===== config.mk =====
export PLATFORM = sky130hd
export DESIGN_NAME = pwr_regfile
export DESIGN_NICKNAME = d
export VERILOG_FILES = /design/src/rtl/pwr_pkg.sv /design/src/rtl/pwr_addr_dec.sv /design/src/rtl/pwr_word_ram.sv /design/src/rtl/pwr_special_regs.sv /design/src/rtl/pwr_mode_ctl.sv /design/src/rtl/pwr_regfile.sv
export SDC_FILE = /design/constraint.sdc
export NUM_CORES = 2
export LEC_CHECK = 0
export BUFFER_PORTS_ARGS = -buffer_cell sky130_fd_sc_hd__buf_2
export CAP_MARGIN = 10
export CORE_ASPECT_RATIO = 1.4
export CORE_MARGIN = 2
export CORE_UTILIZATION = 60
export CTS_CLUSTER_DIAMETER = 50
export CTS_CLUSTER_SIZE = 25
export DETAILED_ROUTE_END_ITERATION = 8
export GPL_ROUTABILITY_DRIVEN = 0
export HOLD_SLACK_MARGIN = 0.08
export PLACE_DENSITY = 0.76
export SYNTH_ARGS = -nofsm -noshare
export SYNTH_HDL_FRONTEND = slang
export SYNTH_SLANG_ARGS = --single-unit

===== constraint.sdc =====
create_clock -name clk -period 4.61 [get_ports clk]
set_clock_uncertainty 0.05 [all_clocks]
set_input_delay 0.2305 -clock clk [delete_from_list [all_inputs] [get_ports clk]]
set_output_delay 0.2305 -clock clk [all_outputs]
set_load 0.01 [all_outputs]

===== src/rtl/pwr_pkg.sv =====
package pwr_pkg;
  // Kinds of word in the register space.
  typedef enum logic [2:0] {
    K_PLAIN, K_CTRL, K_SLEEP, K_RSTS, K_KBD, K_SCRATCH
  } reg_kind_t;

  // Power-mode codes carried in command bits 2:0.
  typedef enum logic [2:0] {
    M_NONE = 3'd0, M_IDLE = 3'd1, M_DEEP = 3'd2, M_STBY = 3'd3,
    M_SLEEP = 3'd4, M_RSV5 = 3'd5, M_RSV6 = 3'd6, M_DSLEEP = 3'd7
  } pmode_t;

  // Word indices of the special words.
  localparam int IDX_CTRL    = 0;
  localparam int IDX_SLEEP   = 1;
  localparam int IDX_SCRATCH = 2;
  localparam int IDX_RSTS    = 12;
  localparam int IDX_KBD     = 21;

  localparam logic [31:0] CTRL_MASK = 32'h0000_0015;
  localparam int          STS_BIT   = 3;
  localparam int          VOLT_BIT  = 3;
endpackage


===== src/rtl/pwr_addr_dec.sv =====
module pwr_addr_dec
  import pwr_pkg::*;
#(
  parameter int ADDR_W = 12,
  parameter int NWORDS = 64,
  parameter int IDX_W  = $clog2(NWORDS)
) (
  input  logic [ADDR_W-1:0] addr,
  output logic              ok,
  output logic [IDX_W-1:0]  idx,
  output reg_kind_t         kind
);
  localparam int TOP_BYTE = NWORDS * 4;

  always_comb begin
    ok  = (addr[1:0] == 2'b00) && (addr < ADDR_W'(TOP_BYTE));
    idx = addr[IDX_W+1:2];
    if      (int'(idx) == IDX_CTRL)    kind = K_CTRL;
    else if (int'(idx) == IDX_SLEEP)   kind = K_SLEEP;
    else if (int'(idx) == IDX_SCRATCH) kind = K_SCRATCH;
    else if (int'(idx) == IDX_RSTS)    kind = K_RSTS;
    else if (int'(idx) == IDX_KBD)     kind = K_KBD;
    else                               kind = K_PLAIN;
  end
endmodule


===== src/rtl/pwr_word_ram.sv =====
module pwr_word_ram #(
  parameter int DW     = 32,
  parameter int NWORDS = 64,
  parameter int IDX_W  = $clog2(NWORDS)
) (
  input  logic             clk,
  input  logic             rst,
  input  logic             we,
  input  logic [IDX_W-1:0] widx,
  input  logic [DW-1:0]    wdata,
  input  logic             re,
  input  logic [IDX_W-1:0] ridx,
  output logic [DW-1:0]    rdata
);
  // The array has no reset, so it can map to block RAM.
  // A per-word written flag makes unwritten words read as zero after reset.
  logic [DW-1:0]     mem [NWORDS];
  logic [NWORDS-1:0] written;
  logic [DW-1:0]     rd_q;
  logic              hit_q;

  always_ff @(posedge clk) begin
    if (we) mem[widx] <= wdata;
    rd_q <= mem[ridx];
  end

  always_ff @(posedge clk) begin
    if (rst) begin
      written <= '0;
      hit_q   <= 1'b0;
    end else begin
      if (we) written[widx] <= 1'b1;
      hit_q <= re && written[ridx];
    end
  end

  assign rdata = hit_q ? rd_q : '0;
endmodule


===== src/rtl/pwr_special_regs.sv =====
module pwr_special_regs
  import pwr_pkg::*;
#(
  parameter int DW = 32
) (
  input  logic          clk,
  input  logic          rst,
  input  logic          we,
  input  reg_kind_t     kind,
  input  logic [DW-1:0] wdata,
  input  logic          set_sleep,
  input  logic          set_rsts,
  output logic [DW-1:0] ctrl_q,
  output logic [DW-1:0] sleep_q,
  output logic [DW-1:0] rsts_q,
  output logic [DW-1:0] kbd_q,
  output logic [DW-1:0] scratch_q
);
  logic [DW-1:0] ctrl_n, sleep_n, rsts_n, kbd_n, scratch_n;

  always_comb begin
    ctrl_n    = ctrl_q;
    sleep_n   = sleep_q;
    rsts_n    = rsts_q;
    kbd_n     = kbd_q;
    scratch_n = scratch_q;
    if (we) begin
      unique case (kind)
        K_CTRL:    ctrl_n    = ctrl_q | (wdata & DW'(CTRL_MASK));
        K_SLEEP:   sleep_n   = sleep_q & ~wdata;
        K_RSTS:    rsts_n    = rsts_q & ~wdata;
        K_KBD:     kbd_n     = kbd_q & ~wdata;
        K_SCRATCH: scratch_n = wdata;
        default:   ;
      endcase
    end
    // A status set from a command is applied after the bus clear, so the set wins.
    if (set_sleep) sleep_n[STS_BIT] = 1'b1;
    if (set_rsts)  rsts_n[STS_BIT]  = 1'b1;
  end

  always_ff @(posedge clk) begin
    if (rst) begin
      ctrl_q    <= '0;
      sleep_q   <= '0;
      rsts_q    <= '0;
      kbd_q     <= '0;
      scratch_q <= '0;
    end else begin
      ctrl_q    <= ctrl_n;
      sleep_q   <= sleep_n;
      rsts_q    <= rsts_n;
      kbd_q     <= kbd_n;
      scratch_q <= scratch_n;
    end
  end
endmodule


===== src/rtl/pwr_mode_ctl.sv =====
module pwr_mode_ctl
  import pwr_pkg::*;
#(
  parameter int DW = 32
) (
  input  logic          clk,
  input  logic          rst,
  input  logic          mode_valid,
  input  logic [3:0]    mode_cmd,
  input  logic          core_dis,
  input  logic [DW-1:0] scratch,
  output logic          set_sleep,
  output logic          set_rsts,
  output logic          halt_req,
  output logic [DW-1:0] resume_addr,
  output logic          volt_flag
);
  pmode_t mode;
  logic   halt_n, load_resume;

  always_comb begin
    mode        = pmode_t'(mode_cmd[2:0]);
    halt_n      = 1'b0;
    set_sleep   = 1'b0;
    set_rsts    = 1'b0;
    load_resume = 1'b0;
    if (mode_valid) begin
      unique case (mode)
        M_IDLE: begin
          halt_n   = 1'b1;
          set_rsts = core_dis;
        end
        M_DEEP: begin
          halt_n   = 1'b1;
          set_rsts = 1'b1;
        end
        M_STBY: begin
          halt_n      = 1'b1;
          set_rsts    = 1'b1;
          set_sleep   = 1'b1;
          load_resume = 1'b1;
        end
        default: ;
      endcase
    end
  end

  always_ff @(posedge clk) begin
    if (rst) begin
      halt_req    <= 1'b0;
      resume_addr <= '0;
      volt_flag   <= 1'b0;
    end else begin
      halt_req <= halt_n;
      if (load_resume) resume_addr <= scratch;
      if (mode_valid && mode_cmd[VOLT_BIT]) volt_flag <= 1'b1;
    end
  end
endmodule


===== src/rtl/pwr_regfile.sv =====
module pwr_regfile
  import pwr_pkg::*;
#(
  parameter int ADDR_W = 12,
  parameter int DW     = 32,
  parameter int NWORDS = 64
) (
  input  logic              clk,
  input  logic              rst,
  input  logic [ADDR_W-1:0] bus_addr,
  input  logic              bus_rd,
  input  logic              bus_wr,
  input  logic [DW-1:0]     bus_wdata,
  output logic [DW-1:0]     bus_rdata,
  output logic              bus_err,
  input  logic              mode_valid,
  input  logic [3:0]        mode_cmd,
  input  logic              core_dis,
  output logic              halt_req,
  output logic [DW-1:0]     resume_addr,
  output logic              volt_flag
);
  localparam int IDX_W = $clog2(NWORDS);

  logic             a_ok;
  logic [IDX_W-1:0] a_idx;
  reg_kind_t        a_kind;
  logic             wr_ok, rd_ok;
  logic             set_sleep, set_rsts;
  logic [DW-1:0]    ctrl_q, sleep_q, rsts_q, kbd_q, scratch_q;
  logic [DW-1:0]    ram_rdata, spec_rd_q, spec_mux;
  logic             err_q;

  pwr_addr_dec #(.ADDR_W(ADDR_W), .NWORDS(NWORDS), .IDX_W(IDX_W)) u_dec (
    .addr(bus_addr), .ok(a_ok), .idx(a_idx), .kind(a_kind)
  );

  assign wr_ok = bus_wr && a_ok;
  assign rd_ok = bus_rd && a_ok;

  pwr_word_ram #(.DW(DW), .NWORDS(NWORDS), .IDX_W(IDX_W)) u_ram (
    .clk(clk), .rst(rst),
    .we(wr_ok && (a_kind == K_PLAIN)), .widx(a_idx), .wdata(bus_wdata),
    .re(rd_ok && (a_kind == K_PLAIN)), .ridx(a_idx), .rdata(ram_rdata)
  );

  pwr_mode_ctl #(.DW(DW)) u_mode (
    .clk(clk), .rst(rst), .mode_valid(mode_valid), .mode_cmd(mode_cmd),
    .core_dis(core_dis), .scratch(scratch_q), .set_sleep(set_sleep),
    .set_rsts(set_rsts), .halt_req(halt_req), .resume_addr(resume_addr),
    .volt_flag(volt_flag)
  );

  pwr_special_regs #(.DW(DW)) u_spec (
    .clk(clk), .rst(rst), .we(wr_ok), .kind(a_kind), .wdata(bus_wdata),
    .set_sleep(set_sleep), .set_rsts(set_rsts), .ctrl_q(ctrl_q),
    .sleep_q(sleep_q), .rsts_q(rsts_q), .kbd_q(kbd_q), .scratch_q(scratch_q)
  );

  always_comb begin
    unique case (a_kind)
      K_CTRL:    spec_mux = ctrl_q;
      K_SLEEP:   spec_mux = sleep_q;
      K_RSTS:    spec_mux = rsts_q;
      K_KBD:     spec_mux = kbd_q;
      K_SCRATCH: spec_mux = scratch_q;
      default:   spec_mux = '0;
    endcase
  end

  always_ff @(posedge clk) begin
    if (rst) begin
      spec_rd_q <= '0;
      err_q     <= 1'b0;
    end else begin
      spec_rd_q <= rd_ok ? spec_mux : '0;
      err_q     <= (bus_rd || bus_wr) && !a_ok;
    end
  end

  // Only one of the two read sources is nonzero in any cycle.
  assign bus_rdata = spec_rd_q | ram_rdata;
  assign bus_err   = err_q;
endmodule


== Word level (Yosys, flattened, before mapping) ==
Memories as Yosys holds them, arrays and structs flattened. A register that Yosys moved wholly into a read port is not among the register bits.
Cells that the tools add are included.

* Input bits: 54
* Memory bits (writable): 2048
* Word-level logic and storage cells: 92
* Bits in registers: 292
* Memories: 1

{| class="wikitable"
|+ Memory list
! memory !! depth !! width !! read ports !! clocked after Yosys merged registers in !! wr ports !! line !! RTL
|-
| u_ram.mem || 64 || 32 || 1 || 1 || 1 || pwr_word_ram.sv:17 || <nowiki>logic [DW-1:0] mem [NWORDS];</nowiki>
|}

* Magnitude comparators: 3
* Bitwise gates (word level): 9
* Reduce and logical (&&, ||, !) cells: 29
* Muxes and demuxes: 24
* Equal/unequal tests: 12

{| class="wikitable"
|+ Operators by type and width
! cell !! count
|-
| $pmux W32 S5 || 1
|-
| $and A32 B32 Y32 || 3
|-
| $or A64 B64 Y64 || 1
|-
| $mux W32 || 1
|-
| $not A32 Y32 || 1
|-
| $or A32 B32 Y32 || 1
|-
| $or A32 B5 Y32 || 1
|-
| $mux W4 || 4
|-
| $mux W3 || 5
|-
| $reduce_and A2 Y1 || 7
|-
| $eq A3 B2 Y1 const B || 4
|-
| $lt A12 B9 Y1 const B || 1
|-
| $mux W1 || 10
|-
| $logic_and A1 B1 Y1 || 9
|-
| $reduce_bool A2 Y1 || 4
|-
| $lt A6 B7 Y1 const B || 1
|-
| $bmux W1 S6 || 1
|-
| $demux W1 S6 || 1
|-
| $eq A3 B1 Y1 const B || 2
|-
| $eq A3 B3 Y1 const B || 2
|-
| $eq A6 B2 Y1 const B || 1
|-
| $eq A6 B3 Y1 const B || 1
|-
| $eq A6 B5 Y1 const B || 1
|-
| $eq A6 B6 Y1 const B || 1
|-
| other kinds (10) || 13
|}

== Depth between registers and ports, before layout ==
* Word-level depth: 10
* Mapped depth: 10
* Gate-level depth less buffers: 5

== Hierarchy ==
A second synthesis with hierarchy kept.

* Cells, all modules: 4507
* Area, all modules: 89764.8 sq um

{| class="wikitable"
|+ By module, submodules not included
! module !! cells an instance !! area each (sq um) !! seq. area each (sq um) !! times used
|-
| pwr_word_ram || 3612 || 80807.5 || 63440.8 || 1
|-
| pwr_special_regs || 499 || 4981.0 || 2622.5 || 1
|-
| pwr_regfile || 230 || 2290.9 || 660.6 || 1
|-
| pwr_mode_ctl || 149 || 1542.7 || 680.7 || 1
|-
| pwr_addr_dec || 17 || 142.6 || 0.0 || 1
|}

== Worst setup path after synthesis ==
No wires, ideal clock.

* Path kind: in2reg
* From: input bus_addr[2]
* To: memory u_ram.mem[30][0] (enable)
* Data arrival time: 2823 ps
* Stages on the path: 8
* Slack: 1316 ps
* Buffers on the path: 6
* Cells stage by stage: buf_6 -> buf_6 -> buf_6 -> buf_4 -> buf_4 -> or2_2 -> clkbuf_1 -> nor2_1

* Longest elaborated chain between the ends: 10
* Elaborated cells between the ends (all ways): 17
* Those cells by class: order compare: 1; eq/ne: 4; mux: 7; reduce/logical: 5

{| class="wikitable"
|+ RTL lines
! element !! line !! RTL
|-
| start: declaration || pwr_regfile.sv:10 || <nowiki>input logic [ADDR_W-1:0] bus_addr,</nowiki>
|-
| $eq A6 B6 Y1 || pwr_addr_dec.sv:22 || <nowiki>else if (int'(idx) == IDX_KBD) kind = K_KBD;</nowiki>
|-
| $mux W3 || pwr_addr_dec.sv:22 ||
|-
| $mux W3 || pwr_addr_dec.sv:21 || <nowiki>else if (int'(idx) == IDX_RSTS) kind = K_RSTS;</nowiki>
|-
| $mux W3 || pwr_addr_dec.sv:20 || <nowiki>else if (int'(idx) == IDX_SCRATCH) kind = K_SCRATCH;</nowiki>
|-
| $mux W3 || pwr_addr_dec.sv:19 || <nowiki>else if (int'(idx) == IDX_SLEEP) kind = K_SLEEP;</nowiki>
|-
| $mux W3 || pwr_addr_dec.sv:18 || <nowiki>if (int'(idx) == IDX_CTRL) kind = K_CTRL;</nowiki>
|-
| $logic_not A3 Y1 || pwr_regfile.sv:43 || <nowiki>.we(wr_ok && (a_kind == K_PLAIN)), .widx(a_idx), .wdata(bus_wdata),</nowiki>
|-
| $logic_and A1 B1 Y1 || pwr_regfile.sv:43 ||
|-
| $mux W1 || pwr_word_ram.sv:23 || <nowiki>if (we) mem[widx] <= wdata;</nowiki>
|-
| $mux W1 (not written as such) || pwr_word_ram.sv:23 ||
|-
| end: declaration || pwr_word_ram.sv:17 ||
|}

Parallel ways exist; a longest one is shown, timed or not.

== Worst setup path after layout ==
* From: input bus_addr[1]
* To: memory u_ram.mem[54][2] (enable)

* Longest elaborated chain between the ends: 6
* Elaborated cells between the ends (all ways): 7
* Those cells by class: order compare: 1; mux: 2; reduce/logical: 4

{| class="wikitable"
|+ RTL lines
! element !! line !! RTL
|-
| $lt A12 B9 Y1 / $logic_not A2 Y1 (equally long branches) || pwr_addr_dec.sv:16 || <nowiki>ok = (addr[1:0] == 2'b00) && (addr < ADDR_W'(TOP_BYTE));</nowiki>
|-
| $logic_and A1 B1 Y1 * || pwr_addr_dec.sv:16 ||
|-
| $logic_and A1 B1 Y1 * || pwr_regfile.sv:38 || <nowiki>assign wr_ok = bus_wr && a_ok;</nowiki>
|-
| $logic_and A1 B1 Y1 * || pwr_regfile.sv:43 ||
|-
| $mux W1 * || pwr_word_ram.sv:23 ||
|-
| $mux W1 (not written as such) * || pwr_word_ram.sv:23 ||
|}

Every way passes the cells marked *; elsewhere a longest branch is shown, timed or not.

==> summary.txt <==
Synth
  – Commonest cells post-synth: 2048 x edfxtp_1, 395 x mux4_2, 323 x mux2_2, 295 x dfxtp_1, 242 x a21oi_1
  – Yosys reg bits: 2343
  – Share of the synthesized area in the top cell type: 69.06%
  – Number of instances in the synthesized netlist: around 4700
  – Count leader, synth: edfxtp_1
  – Share of synthesized flip-flops with an asynchronous set or reset: 0%
  – Synthesized area per cell: 19.15 µm²
  – Post-synthesis cell type count: 51
  – Total standard cell area after synthesis: between 80000 and 90000 µm²
  – Count of yosys warnings during synthesis: 0
  – Number of enable-type register cells in the synthesized netlist: 2048
  – Ys flop type: edfxtp_1
  – Post-synthesis cell type with the largest combined area: edfxtp_1
  – Post-synthesis sequential area ratio: 75.69%
  – Top post-synthesis cells by area: edfxtp_1 69%, mux4_2 10%, dfxtp_1 6.6%

Route
  – Sum of routed wire length over all layers: 234.3 mm
  – Remaining number of nets flagged by the antenna check after routing: 0
  – Iteration count of the initial detailed-routing pass: 6
  – DRC violations left: 0
  – Post-DR vias/cell: 6.705
  – Total via count in the routed design: around 48000
  – Number of violations reported at the end of detailed-routing iteration 0: 6702
  – Routed wirelength normalized by instance count: 33.07 µm

Power
  – Switching Power: 8.732 mW
  – Internal Pwr Total: 30.03 mW
  – Post-route total power: a little under 40 mW
  – Combinational group share of total power: under 10%
  – Fraction of power consumed by sequential logic: about three fifths
  – Static leakage: approximately 32 nW
  – Cell area power density: about 390 nW/µm²
  – Clock network fraction of total power: 34.4%
  – Worst VDD drop: roughly 410 µV
  – Switching share of total power: 22.53%

Placement
  – Placed Instance Area: between 90000 and 100000 µm²
  – Number of input and output port buffers inserted: 120
  – HPWL after detailed placement: 141.9 mm
  – Post-place setup slack: 0.9723 ns
  – Number of placed instances, taps included: 6788

Critical path
  – Startpoint of the worst register-to-register path: u_ram.mem[33][6]$_DFFE_PP_
  – Worst Setup Start Kind: input pin
  – Critical setup path kind: input pin to flop
  – Type of destination of the critical path: flop
  – Critical-path maximum fanout: 32
  – CP required: 4.98 ns
  – Crit path from: bus_addr[1]
  – FF-to-FF setup slack: approximately 2.0 ns
  – Worst Path Arrival: 3.34 ns

Die
  – Count of boundary I/O pins: 121
  – Starting Density: 60.28%
  – Area of the die: ~150000 µm²
  – Die span in y: between 400 and 500 µm
  – Area inside the core boundary: roughly 150000 µm²
  – Row count: 167
  – Die width: roughly 330 µm

Timing
  – Slew of the pin with the lowest slew margin: 1.254 ns
  – Max_slew headroom: 16.41%
  – Post-route worst hold slack: around 0.076 ns
  – Count of endpoints failing setup in the final report: 0
  – Fin crit share: between 60% and 70%
  – Setup TNS: 0 ns
  – Unrepaired setup endpoints after global routing: false
  – Final Worst Setup Slack: 1.646 ns
  – Endpoints failing hold: 0
  – Post-layout min period: 2.964 ns
  – Final slew viol count: 0
  – Maximum clock rate: ~340 MHz

Global routing
  – Top Usage Layer GRT: met2
  – Largest net degree at the start of global routing: 152
  – Initial antenna violation count: 32
  – Met2 usage: 49.91%
  – Combined global-route utilization of all metal layers: just over 30%
  – GR Util met1: 40.56%
  – Leftover overflow at the end of global routing: 0
  – Number of global-route vias before repair: approximately 46000
  – First-pass GRT wire length: approximately 330 mm
  – Met3 Resource Use GR: 6.007%

Clock tree
  – Total CTS buffers: about 140
  – Post-CTS Setup Bufs: 0
  – Total number of H-tree levels: 4
  – CTS clock-pin slew for the worst setup and hold paths: 0.09 ns
  – Clock tree sinks: 2343
  – Cell at the root of the clock tree: clkbuf_16
  – TritonCTS clock tree: done
  – Clock latency on the worst-skew pair: 0.83 ns
  – Max Root-Sink Buffers: 3

Layout
  – Post-route cell area: 98570 µm²
  – Area growth syn-to-layout: 10.68%
  – Share of the core filled with cells in the final layout: 66.72%
  – Final-layout fill cell count: 9225
  – Fraction of final layout cells with drive strength greater than 1: between 20% and 30%
  – Layout Cells excl Fill: ~7100
  – Number of nets at the end of the flow: 5075

Run status
  – Run status: finished clean

Job
  – Max capacitance violation total: 0

Min path
  – Worst min-delay path class: input pin to flop
  – Hold path startpoint: bus_wdata[26]
## worst paths after layout
path,to,depth (start not counted)
max reg2reg,u_ram.rd_q[6]$_DFF_P_,4
min,u_spec.kbd_q[26]$_SDFFE_PP0P_,3
max,u_ram.mem[54][2]$_DFFE_PP_,5
min reg2reg,u_mode.resume_addr[10]$_SDFFE_PP0P_,2
## worst max-delay path, stage by stage
cell	delay (ns)
buf_2	0.10
nor4_2	0.82
and4b_1	0.53
nand2_1	0.56
nor2_4	1.07
## registers in the layout (all words and copies together) (netlist names)
register and cells:
u_mode.resume_addr 32, u_spec.kbd_q 32, u_mode.halt_req 1, u_ram.hit_q 1, u_ram.written 64, u_spec.rsts_q 32, spec_rd_q 32, u_spec.scratch_q 32
u_spec.ctrl_q 3, u_spec.sleep_q 32, u_ram.rd_q 32, bus_err 1, u_mode.volt_flag 1, u_ram.mem 2048
## routing by layer
metal,routed length (µm),share of wire [%]
met2,114400,49
met5,182,0.078
met4,14230,6.1
met3,23890,10
met1,81610,35
## cells by family after synthesis
| kind of cell | synth area share (%) |
|---|---|
| compound gates | 5.013 |
| buf+inv | 1.656 |
| flops | 75.69 |
| mux | 14.51 |
| other cells | 0.004211 |
| simple gates | 3.125 |
## layout make-up
class | count | area, µm² | share of cell area [%]
Multi-Input combinational cell | 2173 | 21320 | 21.62
Clock buffer | 150 | 3615 | 3.667
Timing Repair Buffer | 367 | 2858 | 2.899
Sequential cell | 2343 | 67400 | 68.38
Tap cell | 1943 | 2431 | 2.466
Antenna cell | 12 | 30.03 | 0.03046
Clock inverter | 95 | 909.6 | 0.9228
Inverter | 1 | 6.256 | 0.006347
## power groups by stage
stage	logic [mW]	clock network (mW)	registers, mW
floorplan	1.08	0	23.7
global placement	2.02	0	23.8
detailed placement	2.06	0	23.8
CTS	2.09	13.4	23.3
global route	2.19	14.0	23.3
finish	2.11	13.3	23.3
## repair_timing
action / 4_1_cts / 5_1_grt
hold buffers: 39 / 0
gates resized for setup: 0 / 0
endpoints found under the hold margin: 492 / 0
## cell usage in the layout (no fill, tap or decap), types with 33 or more instances in the layout
master | synthesis | final
mux2_2 | 323 | 323
edfxtp_1 | 2048 | 2048
o22ai_1 | 130 | 130
o311ai_1 | 34 | 41
nor2_1 | 127 | 65
nand2b_1 | 101 | 99
conb_1 | 1 | 160
a21oi_1 | 242 | 242
a221oi_1 | 33 | 33
dfxtp_1 | 295 | 295
mux4_2 | 395 | 395
nand3_1 | 42 | 42
dlygate4sd3_1 | 0 | 39
mux2i_1 | 39 | 39
buf_2 | 83 | 117
clkbuf_16 | 0 | 143
nor2_4 | 0 | 62
a22oi_1 | 125 | 125
buf_4 | 24 | 185
nand2_1 | 210 | 209
Power figures use the tool's default switching activity.
